--- config.mk ---
export PLATFORM = sky130hd
export DESIGN_NAME = atten_ser_prog
export DESIGN_NICKNAME = d
export VERILOG_FILES = /design/src/rtl/atten_prog_pkg.sv /design/src/rtl/atten_word_fmt.sv /design/src/rtl/atten_span_timer.sv /design/src/rtl/atten_shifter.sv /design/src/rtl/atten_ser_prog.sv
export SDC_FILE = /design/constraint.sdc
export NUM_CORES = 1
export LEC_CHECK = 0
export BUFFER_PORTS_ARGS = -buffer_cell sky130_fd_sc_hd__buf_2
export CORE_MARGIN = 3
export CORE_UTILIZATION = 34
export CTS_CLUSTER_DIAMETER = 150
export DETAILED_ROUTE_END_ITERATION = 7
export HOLD_SLACK_MARGIN = 0.12
export PLACE_DENSITY = 0.57
export SLEW_MARGIN = 15
export SYNTH_ARGS = -nofsm -noshare
export SYNTH_HDL_FRONTEND = slang
export SYNTH_SLANG_ARGS = --single-unit
--- constraint.sdc ---
create_clock -name clk -period 1.5 [get_ports clk]
set_clock_uncertainty 0.1 [all_clocks]
set_input_delay 0.3 -clock clk [delete_from_list [all_inputs] [get_ports clk]]
set_output_delay 0.3 -clock clk [all_outputs]
set_load 0.1 [all_outputs]
--- src/rtl/atten_prog_pkg.sv ---
package atten_prog_pkg;
  localparam int unsigned CODE_W   = 5;
  localparam int unsigned STEP_LSH = 2;
  localparam int unsigned WORD_W   = 1 + CODE_W + STEP_LSH;
  localparam int unsigned MAX_DB   = (1 << CODE_W) - 1;

  typedef enum logic [1:0] {
    ST_IDLE  = 2'd0,
    ST_SHIFT = 2'd1,
    ST_LATCH = 2'd2
  } prog_state_e;
endpackage

--- src/rtl/atten_word_fmt.sv ---
module atten_word_fmt
  import atten_prog_pkg::*;
#(
  parameter int unsigned DB_W = 6
) (
  input  logic [DB_W-1:0]   req_db,
  output logic [WORD_W-1:0] word
);
  localparam int unsigned PAD_W = WORD_W - CODE_W - STEP_LSH;

  logic [CODE_W-1:0] code;

  generate
    if (DB_W > CODE_W) begin : g_clamp
      always_comb begin
        if (req_db > DB_W'(MAX_DB)) code = CODE_W'(MAX_DB);
        else                        code = req_db[CODE_W-1:0];
      end
    end else begin : g_pass
      always_comb code = CODE_W'(req_db);
    end
  endgenerate

  assign word = {{PAD_W{1'b0}}, code, {STEP_LSH{1'b0}}};
endmodule

--- src/rtl/atten_span_timer.sv ---
module atten_span_timer #(
  parameter int unsigned SPAN = 3
) (
  input  logic clk,
  input  logic rst_n,
  input  logic run,
  output logic tick
);
  localparam int unsigned CW = (SPAN > 1) ? $clog2(SPAN) : 1;
  localparam logic [CW-1:0] LAST = CW'(SPAN - 1);

  logic [CW-1:0] cnt_q, cnt_d;

  assign tick = run && (cnt_q == LAST);

  always_comb begin
    cnt_d = cnt_q;
    if (!run)      cnt_d = '0;
    else if (tick) cnt_d = '0;
    else           cnt_d = cnt_q + CW'(1);
  end

  always_ff @(posedge clk or negedge rst_n) begin
    if (!rst_n) cnt_q <= '0;
    else        cnt_q <= cnt_d;
  end
endmodule

--- src/rtl/atten_shifter.sv ---
module atten_shifter
  import atten_prog_pkg::*;
(
  input  logic              clk,
  input  logic              rst_n,
  input  logic              load,
  input  logic              shift,
  input  logic [WORD_W-1:0] word_in,
  output logic              next_bit,
  output logic              last
);
  localparam int unsigned BW = $clog2(WORD_W);

  logic [WORD_W-1:0] sreg_q, sreg_d;
  logic [BW-1:0]     bcnt_q, bcnt_d;

  assign next_bit = sreg_q[1];
  assign last     = (bcnt_q == BW'(WORD_W - 1));

  always_comb begin
    sreg_d = sreg_q;
    bcnt_d = bcnt_q;
    if (load) begin
      sreg_d = word_in;
      bcnt_d = '0;
    end else if (shift) begin
      sreg_d = sreg_q >> 1;
      bcnt_d = bcnt_q + BW'(1);
    end
  end

  always_ff @(posedge clk or negedge rst_n) begin
    if (!rst_n) begin
      sreg_q <= '0;
      bcnt_q <= '0;
    end else begin
      sreg_q <= sreg_d;
      bcnt_q <= bcnt_d;
    end
  end
endmodule

--- src/rtl/atten_ser_prog.sv ---
module atten_ser_prog
  import atten_prog_pkg::*;
#(
  parameter int unsigned DB_W     = 6,
  parameter int unsigned HALF_DIV = 3,
  parameter int unsigned LE_CYC   = 2
) (
  input  logic            clk,
  input  logic            rst_n,
  input  logic            req_valid,
  input  logic [DB_W-1:0] req_db,
  output logic            req_ready,
  output logic            ser_clk,
  output logic            ser_data,
  output logic            ser_le
);
  logic rst_meta_q, rst_sync_n;

  always_ff @(posedge clk or negedge rst_n) begin
    if (!rst_n) begin
      rst_meta_q <= 1'b0;
      rst_sync_n <= 1'b0;
    end else begin
      rst_meta_q <= 1'b1;
      rst_sync_n <= rst_meta_q;
    end
  end

  prog_state_e state_q, state_d;
  logic sclk_q, sclk_d;
  logic sdat_q, sdat_d;
  logic le_q, le_d;

  logic [WORD_W-1:0] word;
  logic half_tick, le_tick;
  logic accept, shift_en, next_bit, last_bit;

  atten_word_fmt #(.DB_W(DB_W)) u_fmt (
    .req_db (req_db),
    .word   (word)
  );

  atten_span_timer #(.SPAN(HALF_DIV)) u_half (
    .clk   (clk),
    .rst_n (rst_sync_n),
    .run   (state_q == ST_SHIFT),
    .tick  (half_tick)
  );

  atten_span_timer #(.SPAN(LE_CYC)) u_strobe (
    .clk   (clk),
    .rst_n (rst_sync_n),
    .run   (state_q == ST_LATCH),
    .tick  (le_tick)
  );

  atten_shifter u_shift (
    .clk      (clk),
    .rst_n    (rst_sync_n),
    .load     (accept),
    .shift    (shift_en),
    .word_in  (word),
    .next_bit (next_bit),
    .last     (last_bit)
  );

  assign req_ready = (state_q == ST_IDLE) && rst_sync_n;
  assign accept    = req_valid && req_ready;
  assign shift_en  = (state_q == ST_SHIFT) && half_tick && sclk_q && !last_bit;

  always_comb begin
    state_d = state_q;
    sclk_d  = sclk_q;
    sdat_d  = sdat_q;
    le_d    = le_q;
    unique case (state_q)
      ST_IDLE: begin
        if (accept) begin
          state_d = ST_SHIFT;
          sclk_d  = 1'b0;
          sdat_d  = word[0];
        end
      end
      ST_SHIFT: begin
        if (half_tick) begin
          if (!sclk_q) begin
            sclk_d = 1'b1;
          end else begin
            sclk_d = 1'b0;
            if (last_bit) begin
              state_d = ST_LATCH;
              sdat_d  = 1'b0;
              le_d    = 1'b1;
            end else begin
              sdat_d = next_bit;
            end
          end
        end
      end
      ST_LATCH: begin
        if (le_tick) begin
          le_d    = 1'b0;
          state_d = ST_IDLE;
        end
      end
      default: begin
        state_d = ST_IDLE;
        sclk_d  = 1'b0;
        sdat_d  = 1'b0;
        le_d    = 1'b0;
      end
    endcase
  end

  always_ff @(posedge clk or negedge rst_sync_n) begin
    if (!rst_sync_n) begin
      state_q <= ST_IDLE;
      sclk_q  <= 1'b0;
      sdat_q  <= 1'b0;
      le_q    <= 1'b0;
    end else begin
      state_q <= state_d;
      sclk_q  <= sclk_d;
      sdat_q  <= sdat_d;
      le_q    <= le_d;
    end
  end

  assign ser_clk  = sclk_q;
  assign ser_data = sdat_q;
  assign ser_le   = le_q;
endmodule

==> results of run 1 <==
## timing repair
action                                 in CTS  in global routing
endpoints found under the hold margin       2                  0
setup endpoints to repair                  14                 15
resized for setup                           7                  3
cloned                                      1                  0
setup buffers                               3                  2
pin swaps                                  11                  3
hold buffers                                1                  0
## synthesized netlist by cell type
| cell type | number |
|---|---|
| sky130_fd_sc_hd__a21o_1 | 1 |
| sky130_fd_sc_hd__a21oi_1 | 6 |
| sky130_fd_sc_hd__a31o_1 | 1 |
| sky130_fd_sc_hd__a31oi_1 | 1 |
| sky130_fd_sc_hd__and2_1 | 1 |
| sky130_fd_sc_hd__and4bb_4 | 1 |
| sky130_fd_sc_hd__buf_2 | 2 |
| sky130_fd_sc_hd__conb_1 | 1 |
| sky130_fd_sc_hd__dfrtp_1 | 19 |
| sky130_fd_sc_hd__ha_1 | 2 |
| sky130_fd_sc_hd__inv_1 | 1 |
| sky130_fd_sc_hd__mux2i_1 | 7 |
| sky130_fd_sc_hd__nand2_1 | 3 |
| sky130_fd_sc_hd__nand2_8 | 1 |
| sky130_fd_sc_hd__nand2b_1 | 1 |
| sky130_fd_sc_hd__nand3_1 | 3 |
| sky130_fd_sc_hd__nor2_1 | 8 |
| sky130_fd_sc_hd__nor2b_1 | 2 |
| sky130_fd_sc_hd__nor3_1 | 6 |
| sky130_fd_sc_hd__nor3b_1 | 2 |
| sky130_fd_sc_hd__nor3b_2 | 1 |
| sky130_fd_sc_hd__o2111ai_1 | 1 |
| sky130_fd_sc_hd__o21ai_0 | 1 |
| sky130_fd_sc_hd__o21ai_1 | 1 |
| sky130_fd_sc_hd__o31ai_1 | 1 |
| sky130_fd_sc_hd__xor2_1 | 1 |
## layout make-up
cell class | instances | area share
clock inverter | 1 | 0.00433
clock buffer | 3 | 0.0195
tap | 28 | 0.0303
multi-input combinational | 54 | 0.361
inverter | 1 | 0.00325
sequential | 19 | 0.415
timing repair buffer | 23 | 0.167
## cells by family (layout without fill, tap and decap cells)
| group | count (synthesis) | in the layout | synth area share |
|---|---|---|---|
| xor gates and xnor gates | 1 | 1 | 0.0103 |
| adders and majority gates | 2 | 2 | 0.0294 |
| AOI/OAI and AO/OA | 13 | 13 | 0.0927 |
| buffers and inverters | 3 | 28 | 0.0162 |
| and+or+nand+nor | 29 | 30 | 0.206 |
| other | 1 | 1 | 0.00441 |
| DFF | 19 | 19 | 0.559 |
| muxes | 7 | 7 | 0.0824 |
## layer usage
layer / vias up / wire length [um]
met4: 0 / 34
met2: 11 / 799
li1: 317 / -
met3: 4 / 76
met1: 289 / 730
met5: - / 0
## worst min-delay path by stage
stage | start | endpoint | slack, ns | cells after the start
after global placement | rst_n | rst_meta_q$_DFF_PN0_ | -0.01 | 1
after CTS | req_db[4] | u_shift.sreg_q[6]$_DFFE_PN0P_ | 0.13 | 3
after floorplan | rst_n | rst_meta_q$_DFF_PN0_ | -0.1 | 0
final | rst_sync_n$_DFF_PN0_ | u_strobe.cnt_q$_DFF_PN0_ | 0.14 | 1
after global routing | req_db[4] | u_shift.sreg_q[6]$_DFFE_PN0P_ | 0.12 | 3
after detailed placement | rst_n | rst_meta_q$_DFF_PN0_ | -0.01 | 1
## metrics by stage
| step | setup TNS (ns) | worst slack, ns | cell area (sq um) |
|---|---|---|---|
| CTS | -1.28 | -0.153 | 1130 |
| detailed placement | -1.57 | -0.201 | 1040 |
| floorplan | -7.90 | -0.710 | 872 |
| global route | -2.39 | -0.275 | 1160 |
| finish | -1.57 | -0.199 | 1160 |
| global placement | -1.24 | -0.158 | 1040 |
## registers in the layout, indices dropped and copies added (netlist names)
signal,count
u_shift.sreg_q,6
u_shift.bcnt_q,3
state_q,2
u_half.cnt_q,2
rst_meta_q,1
rst_sync_n,1
ser_clk,1
ser_data,1
ser_le,1
u_strobe.cnt_q,1
## where the power goes
part / internal, mW / switching [mW]
registers: 0.691 / 0.138
clock network: 0.0995 / 0.160
logic: 0.462 / 0.684
total: 1.25 / 0.982
## critical path: stages, from the launching register on
cell,delay [ns]
sky130_fd_sc_hd__dfrtp_1,0.40
sky130_fd_sc_hd__ha_2,0.20
sky130_fd_sc_hd__ha_4,0.15
sky130_fd_sc_hd__and4bb_4,0.40
sky130_fd_sc_hd__nand2_8,0.08
sky130_fd_sc_hd__mux2i_2,0.19
sky130_fd_sc_hd__a21oi_2,0.07
==> flow_summary.html, run 1 <==
<table>
<tr><th>Metric</th><th>Value</th></tr>
<tr><th colspan="2">Global routing</th></tr>
<tr><td>Met2 Resource Use GR</td><td>0.167</td></tr>
<tr><td>Global route total overflow</td><td>0</td></tr>
<tr><td>Pin count of the biggest net entering global routing</td><td>18</td></tr>
<tr><td>Met1 usage in global routing</td><td>0.149</td></tr>
<tr><td>M3 GR Usage</td><td>0.0487</td></tr>
<tr><td>Wire length of the first global-routing pass</td><td>2800 um</td></tr>
<tr><td>Total Routing Usage GR</td><td>0.117</td></tr>
<tr><td>Busiest layer in global routing</td><td>met2</td></tr>
<tr><td>Via count of the first global-routing pass</td><td>approximately 580</td></tr>
<tr><td>Antenna violations before repair</td><td>0</td></tr>
<tr><th colspan="2">Logic synthesis</th></tr>
<tr><td>Warnings, synthesis</td><td>0</td></tr>
<tr><td>Part of the Yosys area used for sequential elements</td><td>0.559</td></tr>
<tr><td>Cells taking the most area after synthesis</td><td>sky130_fd_sc_hd__dfrtp_1 (56%), sky130_fd_sc_hd__mux2i_1 (8.2%), sky130_fd_sc_hd__a21oi_1 (3.5%), sky130_fd_sc_hd__nor3_1 (3.5%), sky130_fd_sc_hd__nor2_1 (3.5%)</td></tr>
<tr><td>Share of Yosys cell area claimed by the top area cell type</td><td>0.559</td></tr>
<tr><td>Seq cells post-synth</td><td>19</td></tr>
<tr><td>Yosys top cell by area</td><td>sky130_fd_sc_hd__dfrtp_1</td></tr>
<tr><td>Post-Syn Instances</td><td>75</td></tr>
<tr><td>Average size of a mapped cell</td><td>between 10 and 15 sq um</td></tr>
<tr><td>Number of distinct library cell variants in the gate-level netlist after synthesis</td><td>26</td></tr>
<tr><td>Syn Std Cell Area</td><td>851 sq um</td></tr>
<tr><td>Synthesized netlist net count</td><td>86</td></tr>
<tr><th colspan="2">Floorplan</th></tr>
<tr><td>Number of top-level design ports</td><td>13</td></tr>
<tr><td>Area of the core region</td><td>roughly 2300 sq um</td></tr>
<tr><td>Die Area</td><td>3140 sq um</td></tr>
<tr><td>Total number of placement rows</td><td>17</td></tr>
<tr><td>Floorplan die width</td><td>56.0 um</td></tr>
<tr><td>Initial cell density of the core</td><td>0.370</td></tr>
<tr><td>Die height</td><td>approximately 56 um</td></tr>
<tr><th colspan="2">Layout</th></tr>
<tr><td>Register area</td><td>about 480 sq um</td></tr>
<tr><td>Final antenna diode count</td><td>0</td></tr>
<tr><td>Final core area utilization</td><td>0.503</td></tr>
<tr><td>Area used by multi-input combinational logic</td><td>approximately 420 sq um</td></tr>
<tr><td>Net total in the final layout</td><td>113</td></tr>
<tr><td>Most common cell after layout, fill and taps aside</td><td>sky130_fd_sc_hd__dfrtp_1</td></tr>
<tr><td>Final cell count without fillers</td><td>129</td></tr>
<tr><td>Number of filler instances in the final layout</td><td>212</td></tr>
<tr><td>Share of final-layout standard cells stronger than drive strength 1</td><td>0.396</td></tr>
<tr><td>Commonest cells after routing, fill and taps aside</td><td>sky130_fd_sc_hd__dfrtp_1 (16), sky130_fd_sc_hd__buf_4 (11), sky130_fd_sc_hd__nor2_1 (8), sky130_fd_sc_hd__buf_2 (8)</td></tr>
<tr><td>Area growth from synthesis to layout</td><td>35.9%</td></tr>
<tr><th colspan="2">Clock network</th></tr>
<tr><td>Number of levels the H-tree was split into</td><td>1</td></tr>
<tr><td>Clock transition at the registers of the reported paths</td><td>between 0.1 and 0.15 ns</td></tr>
<tr><td>Clk Latency, worst-skew pair</td><td>~0.30 ns</td></tr>
<tr><td>Buffer depth of the longest clock path</td><td>2</td></tr>
<tr><td>Number of buffers created by CTS</td><td>3</td></tr>
<tr><td>TritonCTS clock tree</td><td>yes</td></tr>
<tr><td>Clock root buffer</td><td>sky130_fd_sc_hd__clkbuf_4</td></tr>
<tr><td>Clock Sink Count</td><td>19</td></tr>
<tr><th colspan="2">Detailed routing</th></tr>
<tr><td>Drc violations</td><td>0</td></tr>
<tr><td>Via-to-Cell Ratio</td><td>4.81</td></tr>
<tr><td>DR WL/cell</td><td>12.7 um</td></tr>
<tr><td>Total via count after detailed routing</td><td>621</td></tr>
<tr><td>Number of nets with antenna violations after detailed routing</td><td>0</td></tr>
<tr><td>Detailed-route wire length</td><td>1640 um</td></tr>
<tr><td>First DRT Iteration DRCs</td><td>15</td></tr>
<tr><td>Router iterations before antenna repair</td><td>4</td></tr>
<tr><th colspan="2">Critical path</th></tr>
<tr><td>Data arrival time at the worst-slack endpoint</td><td>roughly 1.8 ns</td></tr>
<tr><td>CP max FO</td><td>5</td></tr>
<tr><td>Endpoint of the worst-slack reg-to-reg timing path</td><td>u_shift.sreg_q[3]$_DFFE_PN0P_</td></tr>
<tr><td>Startpoint kind of the worst setup timing path</td><td>register</td></tr>
<tr><td>Worst reg-to-reg path cell count</td><td>6</td></tr>
<tr><td>Register-to-register setup slack</td><td>-0.20 ns</td></tr>
<tr><td>Worst setup path end</td><td>u_shift.sreg_q[3]$_DFFE_PN0P_</td></tr>
<tr><td>Data required time of the critical path</td><td>roughly 1.6 ns</td></tr>
<tr><td>FF-to-FF Start</td><td>u_shift.bcnt_q[0]$_DFFE_PN0P_</td></tr>
<tr><td>Startpoint of the most critical setup path</td><td>u_shift.bcnt_q[0]$_DFFE_PN0P_</td></tr>
<tr><td>Start-to-end type of the worst setup path</td><td>register to register</td></tr>
<tr><td>Crit. End Element</td><td>register</td></tr>
<tr><th colspan="2">Worst hold path</th></tr>
<tr><td>Classification of the worst-slack hold path</td><td>register to async pin</td></tr>
<tr><th colspan="2">STA</th></tr>
<tr><td>Worst hold margin</td><td>about 0.14 ns</td></tr>
<tr><td>Fin crit share</td><td>1.13</td></tr>
<tr><td>Number of hold violations in the final report</td><td>0</td></tr>
<tr><td>Setup slack after layout</td><td>-0.199 ns</td></tr>
<tr><td>Final count of pins violating max slew</td><td>0</td></tr>
<tr><td>Unrepaired setup endpoints after global routing</td><td>yes</td></tr>
<tr><td>Final period demand of the worst path</td><td>roughly 1.7 ns</td></tr>
<tr><td>Total setup violations reported at the end of the flow</td><td>11</td></tr>
<tr><td>Max frequency</td><td>roughly 590 MHz</td></tr>
<tr><th colspan="2">Pwr</th></tr>
<tr><td>Static power due to leakage</td><td>~0.57 nW</td></tr>
<tr><td>Post-route total power</td><td>~2.2 mW</td></tr>
<tr><td>Power density normalized to cell area</td><td>roughly 1900 nW/um^2</td></tr>
<tr><td>Worst supply voltage drop on vdd</td><td>about 1200 uV</td></tr>
<tr><th colspan="2">Job</th></tr>
<tr><td>Number of maximum-capacitance constraint violations</td><td>0</td></tr>
<tr><th colspan="2">Placed design</th></tr>
<tr><td>Weighted congestion at the end of routability-driven global placement</td><td>0.709</td></tr>
<tr><td>Hpwl dp</td><td>about 1100 um</td></tr>
<tr><td>Count of input and output buffers</td><td>12</td></tr>
<tr><td>DP Cell Count</td><td>between 100 and 150</td></tr>
<tr><th colspan="2">Run status</th></tr>
<tr><td>Outcome</td><td>complete, but fails checks</td></tr>
<tr><td>Violated checks</td><td>negative setup slack</td></tr>
</table>
Power figures use the tool's default switching activity.
==> run 2: changes to the inputs <==
--- a/config.mk
+++ b/config.mk
@@ -12,6 +12,7 @@
 export DETAILED_ROUTE_END_ITERATION = 7
 export HOLD_SLACK_MARGIN = 0.12
 export PLACE_DENSITY = 0.57
+export REMOVE_ABC_BUFFERS = 1
 export SLEW_MARGIN = 15
 export SYNTH_ARGS = -nofsm -noshare
 export SYNTH_HDL_FRONTEND = slang
==> run 2 against run 1 <==
Effect of this change: combinational power up 5%; non-clock buffer count increased by 2; design area is the same; the flow still finishes with violations (negative setup slack); count of clock-buffer cells in the layout unchanged; worst setup slack improved by 0.028 ns; hold slack gained 0.00072 ns; sequential power fell by 2.8%; sequential share of layout area shrank 0.32 points; critical endpoint unchanged.
==> flow_summary.html, run 2 (synthesis gave the netlist of run 1 again) <==
<table>
<tr><th>Metric</th><th>Value</th></tr>
<tr><th colspan="2">Run status</th></tr>
<tr><td>Outcome</td><td>complete, but fails checks</td></tr>
<tr><td>Violated checks</td><td>negative setup slack</td></tr>
<tr><th colspan="2">Global routing</th></tr>
<tr><td>Antenna violations before repair</td><td>0 (unchanged)</td></tr>
<tr><td>Total Routing Usage GR</td><td>0.119 (+0.00261)</td></tr>
<tr><td>Wire length of the first global-routing pass</td><td>2950 um (+5.4%)</td></tr>
<tr><td>Pin count of the biggest net entering global routing</td><td>18 (unchanged)</td></tr>
<tr><td>Via count of the first global-routing pass</td><td>661 (+15%)</td></tr>
<tr><td>Global route total overflow</td><td>0 (unchanged)</td></tr>
<tr><th colspan="2">Pwr</th></tr>
<tr><td>Post-route total power</td><td>2.27 mW (+1.7%)</td></tr>
<tr><td>Static power due to leakage</td><td>0.586 nW (+2.4%)</td></tr>
<tr><td>Worst supply voltage drop on vdd</td><td>1150 uV (-4.8%)</td></tr>
<tr><td>Power density normalized to cell area</td><td>1970 nW/um^2 (+1.7%)</td></tr>
<tr><th colspan="2">Placed design</th></tr>
<tr><td>Placed inst area</td><td>1050 sq um (+0.72%)</td></tr>
<tr><td>DP Cell Count</td><td>122 (+2.5%)</td></tr>
<tr><td>Hpwl dp</td><td>1230 um (+10%)</td></tr>
<tr><td>Weighted congestion at the end of routability-driven global placement</td><td>0.731 (+3.1%)</td></tr>
<tr><td>Count of input and output buffers</td><td>12 (unchanged)</td></tr>
<tr><th colspan="2">Floorplan</th></tr>
<tr><td>Floorplan die width</td><td>56.0 um (unchanged)</td></tr>
<tr><td>Die height</td><td>56.0 um (unchanged)</td></tr>
<tr><td>Total number of placement rows</td><td>17 (unchanged)</td></tr>
<tr><td>Number of top-level design ports</td><td>13 (unchanged)</td></tr>
<tr><td>Area of the core region</td><td>2300 sq um (unchanged)</td></tr>
<tr><td>Die Area</td><td>3140 sq um (unchanged)</td></tr>
<tr><td>Initial cell density of the core</td><td>0.370 (unchanged)</td></tr>
<tr><th colspan="2">Clock network</th></tr>
<tr><td>Buffer depth of the longest clock path</td><td>2 (unchanged)</td></tr>
<tr><td>Clock root buffer</td><td>sky130_fd_sc_hd__clkbuf_4</td></tr>
<tr><td>Number of levels the H-tree was split into</td><td>1 (unchanged)</td></tr>
<tr><td>Clk Latency, worst-skew pair</td><td>0.29 ns (about the same)</td></tr>
<tr><td>Number of buffers created by CTS</td><td>3 (unchanged)</td></tr>
<tr><td>TritonCTS clock tree</td><td>yes</td></tr>
<tr><td>Clock transition at the registers of the reported paths</td><td>0.11 ns (about the same)</td></tr>
<tr><td>Clock Sink Count</td><td>19 (unchanged)</td></tr>
<tr><th colspan="2">Detailed routing</th></tr>
<tr><td>Total via count after detailed routing</td><td>662 (+6.6%)</td></tr>
<tr><td>DR WL/cell</td><td>13.4 um (+5.0%)</td></tr>
<tr><td>Number of nets with antenna violations after detailed routing</td><td>0 (unchanged)</td></tr>
<tr><td>Drc violations</td><td>0 (unchanged)</td></tr>
<tr><td>First DRT Iteration DRCs</td><td>7 (-8)</td></tr>
<tr><td>Via-to-Cell Ratio</td><td>5.05 (+5.0%)</td></tr>
<tr><td>Router iterations before antenna repair</td><td>4 (unchanged)</td></tr>
<tr><td>Detailed-route wire length</td><td>1750 um (+6.6%)</td></tr>
<tr><th colspan="2">Critical path</th></tr>
<tr><td>Crit. End Element</td><td>register</td></tr>
<tr><td>CP max FO</td><td>5 (unchanged)</td></tr>
<tr><td>Startpoint kind of the worst setup timing path</td><td>register</td></tr>
<tr><td>Data required time of the critical path</td><td>1.57 ns (-0.03 ns)</td></tr>
<tr><td>Data arrival time at the worst-slack endpoint</td><td>1.74 ns (-0.05 ns)</td></tr>
<tr><td>Start-to-end type of the worst setup path</td><td>register to register</td></tr>
<tr><th colspan="2">Layout</th></tr>
<tr><td>Biggest register</td><td>u_shift.sreg_q</td></tr>
<tr><td>Most common cell after layout, fill and taps aside</td><td>sky130_fd_sc_hd__dfrtp_1</td></tr>
<tr><td>Net total in the final layout</td><td>115 (+1.8%)</td></tr>
<tr><td>Share of final-layout standard cells stronger than drive strength 1</td><td>0.359 (-0.0368)</td></tr>
<tr><td>Final cell count without fillers</td><td>131 (+1.6%)</td></tr>
<tr><td>Max reg flops</td><td>6 (unchanged)</td></tr>
<tr><td>Registers with the highest flip-flop counts</td><td>u_shift.sreg_q (6), u_shift.bcnt_q (3)</td></tr>
<tr><td>Final antenna diode count</td><td>0 (unchanged)</td></tr>
<tr><td>Commonest cells after routing, fill and taps aside</td><td>sky130_fd_sc_hd__dfrtp_1 (19), sky130_fd_sc_hd__buf_4 (13), sky130_fd_sc_hd__nor2_1 (8), sky130_fd_sc_hd__buf_2 (8), sky130_fd_sc_hd__mux2i_1 (7)</td></tr>
<tr><td>Number of filler instances in the final layout</td><td>208 (-1.9%)</td></tr>
<tr><td>Area growth from synthesis to layout</td><td>35.9% (unchanged)</td></tr>
<tr><td>Summed area of non-filler cells in the final layout</td><td>1160 sq um (unchanged)</td></tr>
<tr><th colspan="2">STA</th></tr>
<tr><td>Max frequency</td><td>599 MHz (+1.7%)</td></tr>
<tr><td>Fin crit share</td><td>1.11 (-0.0187)</td></tr>
<tr><td>Total setup violations reported at the end of the flow</td><td>11 (unchanged)</td></tr>
<tr><td>Number of hold violations in the final report</td><td>0 (unchanged)</td></tr>
<tr><td>Worst hold margin</td><td>0.138 ns (+0.000723 ns)</td></tr>
<tr><td>Final period demand of the worst path</td><td>1.67 ns (-0.0281 ns)</td></tr>
<tr><td>Setup slack after layout</td><td>-0.170 ns (+0.0281 ns)</td></tr>
<tr><td>Unrepaired setup endpoints after global routing</td><td>yes</td></tr>
<tr><td>Final count of pins violating max slew</td><td>0 (unchanged)</td></tr>
<tr><td>TNS Setup</td><td>-1.46 ns (+0.106 ns)</td></tr>
<tr><th colspan="2">Job</th></tr>
<tr><td>Number of maximum-capacitance constraint violations</td><td>0 (unchanged)</td></tr>
<tr><th colspan="2">Worst hold path</th></tr>
<tr><td>Classification of the worst-slack hold path</td><td>register to async pin</td></tr>
</table>
-- run 2: changes by cell type in the layout (fill, tap and decap cells not counted), sizes merged --
cell  change
buf       +2
-- run 2: power breakdown --
part / leakage, nW / internal [mW] / switching (mW)
Combinational: 0.337 / 0.493 / 0.713
Sequential: 0.231 / 0.686 / 0.120
Clock: 0.0177 / 0.0992 / 0.160
Total: 0.586 / 1.28 / 0.994
-- run 2: routing by layer --
layer | track usage | wire [um]
met2 | 0.189 | 856
met1 | 0.146 | 786
met4 | 0.0780 | 45
met5 | 0 | 0
met3 | 0.0232 | 60
-- run 2: cell type report --
| class | count | area, sq um | area share |
|---|---|---|---|
| sequential | 19 | 475 | 0.411 |
| multi-input combinational | 54 | 407 | 0.352 |
| clock buffer | 3 | 22.5 | 0.0195 |
| clock inverter | 1 | 5.00 | 0.00433 |
| tap | 28 | 35.0 | 0.0303 |
| timing repair buffer | 25 | 208 | 0.180 |
| inverter | 1 | 3.75 | 0.00325 |
-- run 2: path summary, 6_finish.rpt --
| path | start | to | slack [ns] | cells past startpoint |
|---|---|---|---|---|
| min in group clk | req_db[4] | u_shift.sreg_q[6]$_DFFE_PN0P_ | 0.14 | 3 |
| max in group asynchronous | rst_sync_n$_DFF_PN0_ | u_shift.sreg_q[5]$_DFFE_PN0P_ | 0.96 | 1 |
| setup reg to reg | u_shift.bcnt_q[1]$_DFFE_PN0P_ | u_shift.sreg_q[3]$_DFFE_PN0P_ | -0.17 | 6 |
| setup / recovery | u_shift.bcnt_q[1]$_DFFE_PN0P_ | u_shift.sreg_q[3]$_DFFE_PN0P_ | -0.17 | 6 |
| hold reg to reg | rst_sync_n$_DFF_PN0_ | u_half.cnt_q[0]$_DFF_PN0_ | 0.14 | 1 |
| hold / removal | rst_sync_n$_DFF_PN0_ | u_half.cnt_q[0]$_DFF_PN0_ | 0.14 | 1 |
-- run 2: metrics by stage --
stage          utilization  setup slack [ns]
2_1_floorplan            -             -1.57
3_3_place_gp         0.456            -0.169
3_5_place_dp         0.456            -0.230
4_1_cts              0.498            -0.156
5_1_grt              0.503            -0.245
6_report             0.503            -0.170
-- run 2: what timing repair did --
item,CTS,global route
hold endpoints to repair,2,0
endpoints found under the setup margin,12,14
resized for setup,5,2
hold buffers,1,0
pin swaps,6,3
buffers inserted,3,0
gates cloned,1,0
-- run 2: critical path: stages (launching register included) --
cell                       delay [ns]
sky130_fd_sc_hd__dfrtp_1         0.40
sky130_fd_sc_hd__ha_2            0.20
sky130_fd_sc_hd__ha_4            0.15
sky130_fd_sc_hd__and4bb_4        0.37
sky130_fd_sc_hd__nand2_8         0.08
sky130_fd_sc_hd__mux2i_1         0.16
sky130_fd_sc_hd__a21oi_1         0.09
==> run 3: changes to the inputs <==
--- a/config.mk
+++ b/config.mk
@@ -10,7 +10,6 @@
 export CORE_UTILIZATION = 34
 export CTS_CLUSTER_DIAMETER = 150
 export DETAILED_ROUTE_END_ITERATION = 7
-export HOLD_SLACK_MARGIN = 0.12
 export PLACE_DENSITY = 0.57
 export REMOVE_ABC_BUFFERS = 1
 export SLEW_MARGIN = 15
==> constraint.sdc (replaced) <==
create_clock -name clk -period 2 [get_ports clk]
set_clock_uncertainty 0.1 [all_clocks]
set_input_delay 0.4 -clock clk [delete_from_list [all_inputs] [get_ports clk]]
set_output_delay 0.4 -clock clk [all_outputs]
set_load 0.1 [all_outputs]
==> run 3 against run 2 <==
Effect of this change: count of clock-buffer cells in the layout is the same; via count down 9.2%; first-iteration DRC count is the same; critical path type is now register to output port; non-clock buffer count is 10 lower; sequential share of layout area rose by 6.3 points; worst setup slack better by 0.31 ns; the run now ends clean.
==> flow_summary.html, run 3 (synthesis gave the netlist of run 1 again) <==
<table>
<tr><th>Metric</th><th>Value</th></tr>
<tr><th colspan="2">Clock network</th></tr>
<tr><td>Number of levels the H-tree was split into</td><td>1 (unchanged)</td></tr>
<tr><td>Clock transition at the registers of the reported paths</td><td>0.10 ns (about the same)</td></tr>
<tr><td>Clock Sink Count</td><td>19 (unchanged)</td></tr>
<tr><td>TritonCTS clock tree</td><td>yes</td></tr>
<tr><td>Number of cells upsized or downsized after cts</td><td>0 (-5)</td></tr>
<tr><td>Buffer depth of the longest clock path</td><td>2 (unchanged)</td></tr>
<tr><td>Clk Latency, worst-skew pair</td><td>0.29 ns (about the same)</td></tr>
<tr><td>Clock root buffer</td><td>sky130_fd_sc_hd__clkbuf_4</td></tr>
<tr><td>Number of buffers created by CTS</td><td>3 (unchanged)</td></tr>
<tr><th colspan="2">Detailed routing</th></tr>
<tr><td>Router iterations before antenna repair</td><td>4 (unchanged)</td></tr>
<tr><td>Detailed-route wire length</td><td>1410 um (-19%)</td></tr>
<tr><td>Total via count after detailed routing</td><td>601 (-9.2%)</td></tr>
<tr><td>Drc violations</td><td>0 (unchanged)</td></tr>
<tr><td>Via-to-Cell Ratio</td><td>5.01 (-0.89%)</td></tr>
<tr><td>Number of nets with antenna violations after detailed routing</td><td>0 (unchanged)</td></tr>
<tr><td>DR WL/cell</td><td>11.8 um (-12%)</td></tr>
<tr><td>First DRT Iteration DRCs</td><td>7 (unchanged)</td></tr>
<tr><th colspan="2">STA</th></tr>
<tr><td>Max frequency</td><td>approximately 540 MHz</td></tr>
<tr><td>Final period demand of the worst path</td><td>1.86 ns</td></tr>
<tr><td>Fin crit share</td><td>0.928</td></tr>
<tr><td>Final count of pins violating max slew</td><td>0 (unchanged)</td></tr>
<tr><td>Total setup violations reported at the end of the flow</td><td>0 (-11)</td></tr>
<tr><td>Number of hold violations in the final report</td><td>0 (unchanged)</td></tr>
<tr><td>Unrepaired setup endpoints after global routing</td><td>no</td></tr>
<tr><th colspan="2">Pwr</th></tr>
<tr><td>Power density normalized to cell area</td><td>1450 nW/um^2 (-26%)</td></tr>
<tr><td>Static power due to leakage</td><td>0.511 nW (-13%)</td></tr>
<tr><td>Worst supply voltage drop on vdd</td><td>601 uV (-48%)</td></tr>
<tr><th colspan="2">Layout</th></tr>
<tr><td>Max reg flops</td><td>6 (unchanged)</td></tr>
<tr><td>Share of final-layout standard cells stronger than drive strength 1</td><td>0.228 (-0.131)</td></tr>
<tr><td>Net total in the final layout</td><td>104 (-9.6%)</td></tr>
<tr><td>Most common cell after layout, fill and taps aside</td><td>sky130_fd_sc_hd__dfrtp_1</td></tr>
<tr><td>Biggest register</td><td>u_shift.sreg_q</td></tr>
<tr><td>Area growth from synthesis to layout</td><td>17.9%</td></tr>
<tr><td>Final cell count without fillers</td><td>120 (-8.4%)</td></tr>
<tr><td>Commonest cells after routing, fill and taps aside</td><td>sky130_fd_sc_hd__dfrtp_1 (19), sky130_fd_sc_hd__buf_2 (11), sky130_fd_sc_hd__nor2_1 (8), sky130_fd_sc_hd__mux2i_1 (7)</td></tr>
<tr><td>Summed area of non-filler cells in the final layout</td><td>1000 sq um (-13%)</td></tr>
<tr><td>Registers with the highest flip-flop counts</td><td>u_shift.sreg_q (6), u_shift.bcnt_q (3)</td></tr>
<tr><td>Final antenna diode count</td><td>0 (unchanged)</td></tr>
<tr><th colspan="2">Placed design</th></tr>
<tr><td>DP Cell Count</td><td>115 (-5.7%)</td></tr>
<tr><td>Placed inst area</td><td>966 sq um (-7.9%)</td></tr>
<tr><td>Weighted congestion at the end of routability-driven global placement</td><td>0.775 (+6.0%)</td></tr>
<tr><td>Hpwl dp</td><td>1090 um (-11%)</td></tr>
<tr><td>Count of input and output buffers</td><td>12 (unchanged)</td></tr>
<tr><th colspan="2">Global routing</th></tr>
<tr><td>Wire length of the first global-routing pass</td><td>2590 um (-12%)</td></tr>
<tr><td>Pin count of the biggest net entering global routing</td><td>18 (unchanged)</td></tr>
<tr><td>Global route total overflow</td><td>0 (unchanged)</td></tr>
<tr><td>Via count of the first global-routing pass</td><td>587 (-11%)</td></tr>
<tr><td>Total Routing Usage GR</td><td>0.106 (-0.0135)</td></tr>
<tr><td>Antenna violations before repair</td><td>0 (unchanged)</td></tr>
<tr><th colspan="2">Critical path</th></tr>
<tr><td>Buffers plus inverters on the worst setup path</td><td>1 (+1)</td></tr>
<tr><td>Worst reg-to-reg path cell count</td><td>6 (unchanged)</td></tr>
<tr><td>Data required time of the critical path</td><td>1.50 ns (-0.07 ns)</td></tr>
<tr><td>Endpoint of the worst-slack reg-to-reg timing path</td><td>u_shift.sreg_q[2]$_DFFE_PN0P_</td></tr>
<tr><td>Register-to-register setup slack</td><td>0.23 ns (+0.40 ns)</td></tr>
<tr><td>Worst setup path end</td><td>req_ready</td></tr>
<tr><td>Startpoint kind of the worst setup timing path</td><td>register</td></tr>
<tr><td>Start-to-end type of the worst setup path</td><td>register to output port</td></tr>
<tr><td>Largest delay contributor family on the critical path</td><td>flip-flops</td></tr>
<tr><td>Crit path cell chain</td><td>nor3b_2, buf_12</td></tr>
<tr><td>CP max FO</td><td>8 (+3)</td></tr>
<tr><td>Startpoint of the most critical setup path</td><td>state_q[1]$_DFFE_PN0P_</td></tr>
<tr><td>Data arrival time at the worst-slack endpoint</td><td>1.36 ns (-0.38 ns)</td></tr>
<tr><td>FF-to-FF Start</td><td>u_shift.bcnt_q[0]$_DFFE_PN0P_</td></tr>
<tr><td>Crit. End Element</td><td>output port</td></tr>
<tr><td>Total stage count of the critical path</td><td>2 (-4)</td></tr>
<tr><td>CP peak stage delay</td><td>0.46 ns (+0.06 ns)</td></tr>
<tr><td>Critical-path top delay cell</td><td>sky130_fd_sc_hd__dfrtp_1</td></tr>
<tr><th colspan="2">Floorplan</th></tr>
<tr><td>Die height</td><td>56.0 um (unchanged)</td></tr>
<tr><td>Number of top-level design ports</td><td>13 (unchanged)</td></tr>
<tr><td>Floorplan die width</td><td>56.0 um (unchanged)</td></tr>
<tr><td>Area of the core region</td><td>2300 sq um (unchanged)</td></tr>
<tr><td>Total number of placement rows</td><td>17 (unchanged)</td></tr>
<tr><td>Die Area</td><td>3140 sq um (unchanged)</td></tr>
<tr><td>Initial cell density of the core</td><td>0.370 (unchanged)</td></tr>
<tr><th colspan="2">Worst hold path</th></tr>
<tr><td>Classification of the worst-slack hold path</td><td>register to async pin</td></tr>
<tr><th colspan="2">Job</th></tr>
<tr><td>Number of maximum-capacitance constraint violations</td><td>0 (unchanged)</td></tr>
<tr><th colspan="2">Run status</th></tr>
<tr><td>Outcome</td><td>finished, final reports clean</td></tr>
</table>
## run 3: area by class of cell
cell class                 count  area (sq um)
fill                         230          1290
sequential                    19           475
multi-input combinational     53           362
timing repair buffer          15           100
tap                           28          35.0
clock buffer                   3          22.5
clock inverter                 1          5.00
inverter                       1          3.75
## run 3: metrics by stage
step	setup WS, ns	setup TNS [ns]	total power [mW]	utilization	hold slack, ns
5_1_grt	0.0562	0	1.58	0.437	0.180
6_report	0.144	0	1.46	0.437	0.132
2_1_floorplan	-1.07	-11.31	1.12	-	0.00441
3_5_place_dp	0.246	0	1.29	0.420	0.0864
3_3_place_gp	0.292	0	1.27	0.420	0.0861
4_1_cts	0.128	0	1.48	0.437	0.143
## run 3: per-layer routing
| layer | track usage | vias up | routed length (um) |
|---|---|---|---|
| met5 | 0 | - | 0 |
| met4 | 0.0712 | 0 | 46 |
| met3 | 0.0209 | 5 | 50 |
| met2 | 0.162 | 10 | 637 |
| li1 | - | 301 | - |
| met1 | 0.133 | 285 | 679 |
## run 3: worst min path at each step
stage	end	slack, ns
2_1_floorplan	rst_meta_q$_DFF_PN0_	0.004
3_3_place_gp	rst_meta_q$_DFF_PN0_	0.09
3_5_place_dp	rst_meta_q$_DFF_PN0_	0.09
4_1_cts	u_half.cnt_q[1]$_DFF_PN0_	0.14
5_1_grt	u_half.cnt_q[1]$_DFF_PN0_	0.18
6_report	u_strobe.cnt_q$_DFF_PN0_	0.13
## run 3: where the power goes
group / total [mW] / internal [mW] / switching (mW) / leakage (nW)
Clock: 0.185 / 0.0745 / 0.111 / 0.0177
Sequential: 0.622 / 0.514 / 0.108 / 0.231
Combinational: 0.652 / 0.208 / 0.444 / 0.262
## run 3: timing repair
action                                 CTS  global route
setup buffers                            0             0
endpoints found under the hold margin    2             0
hold buffers                             1             0
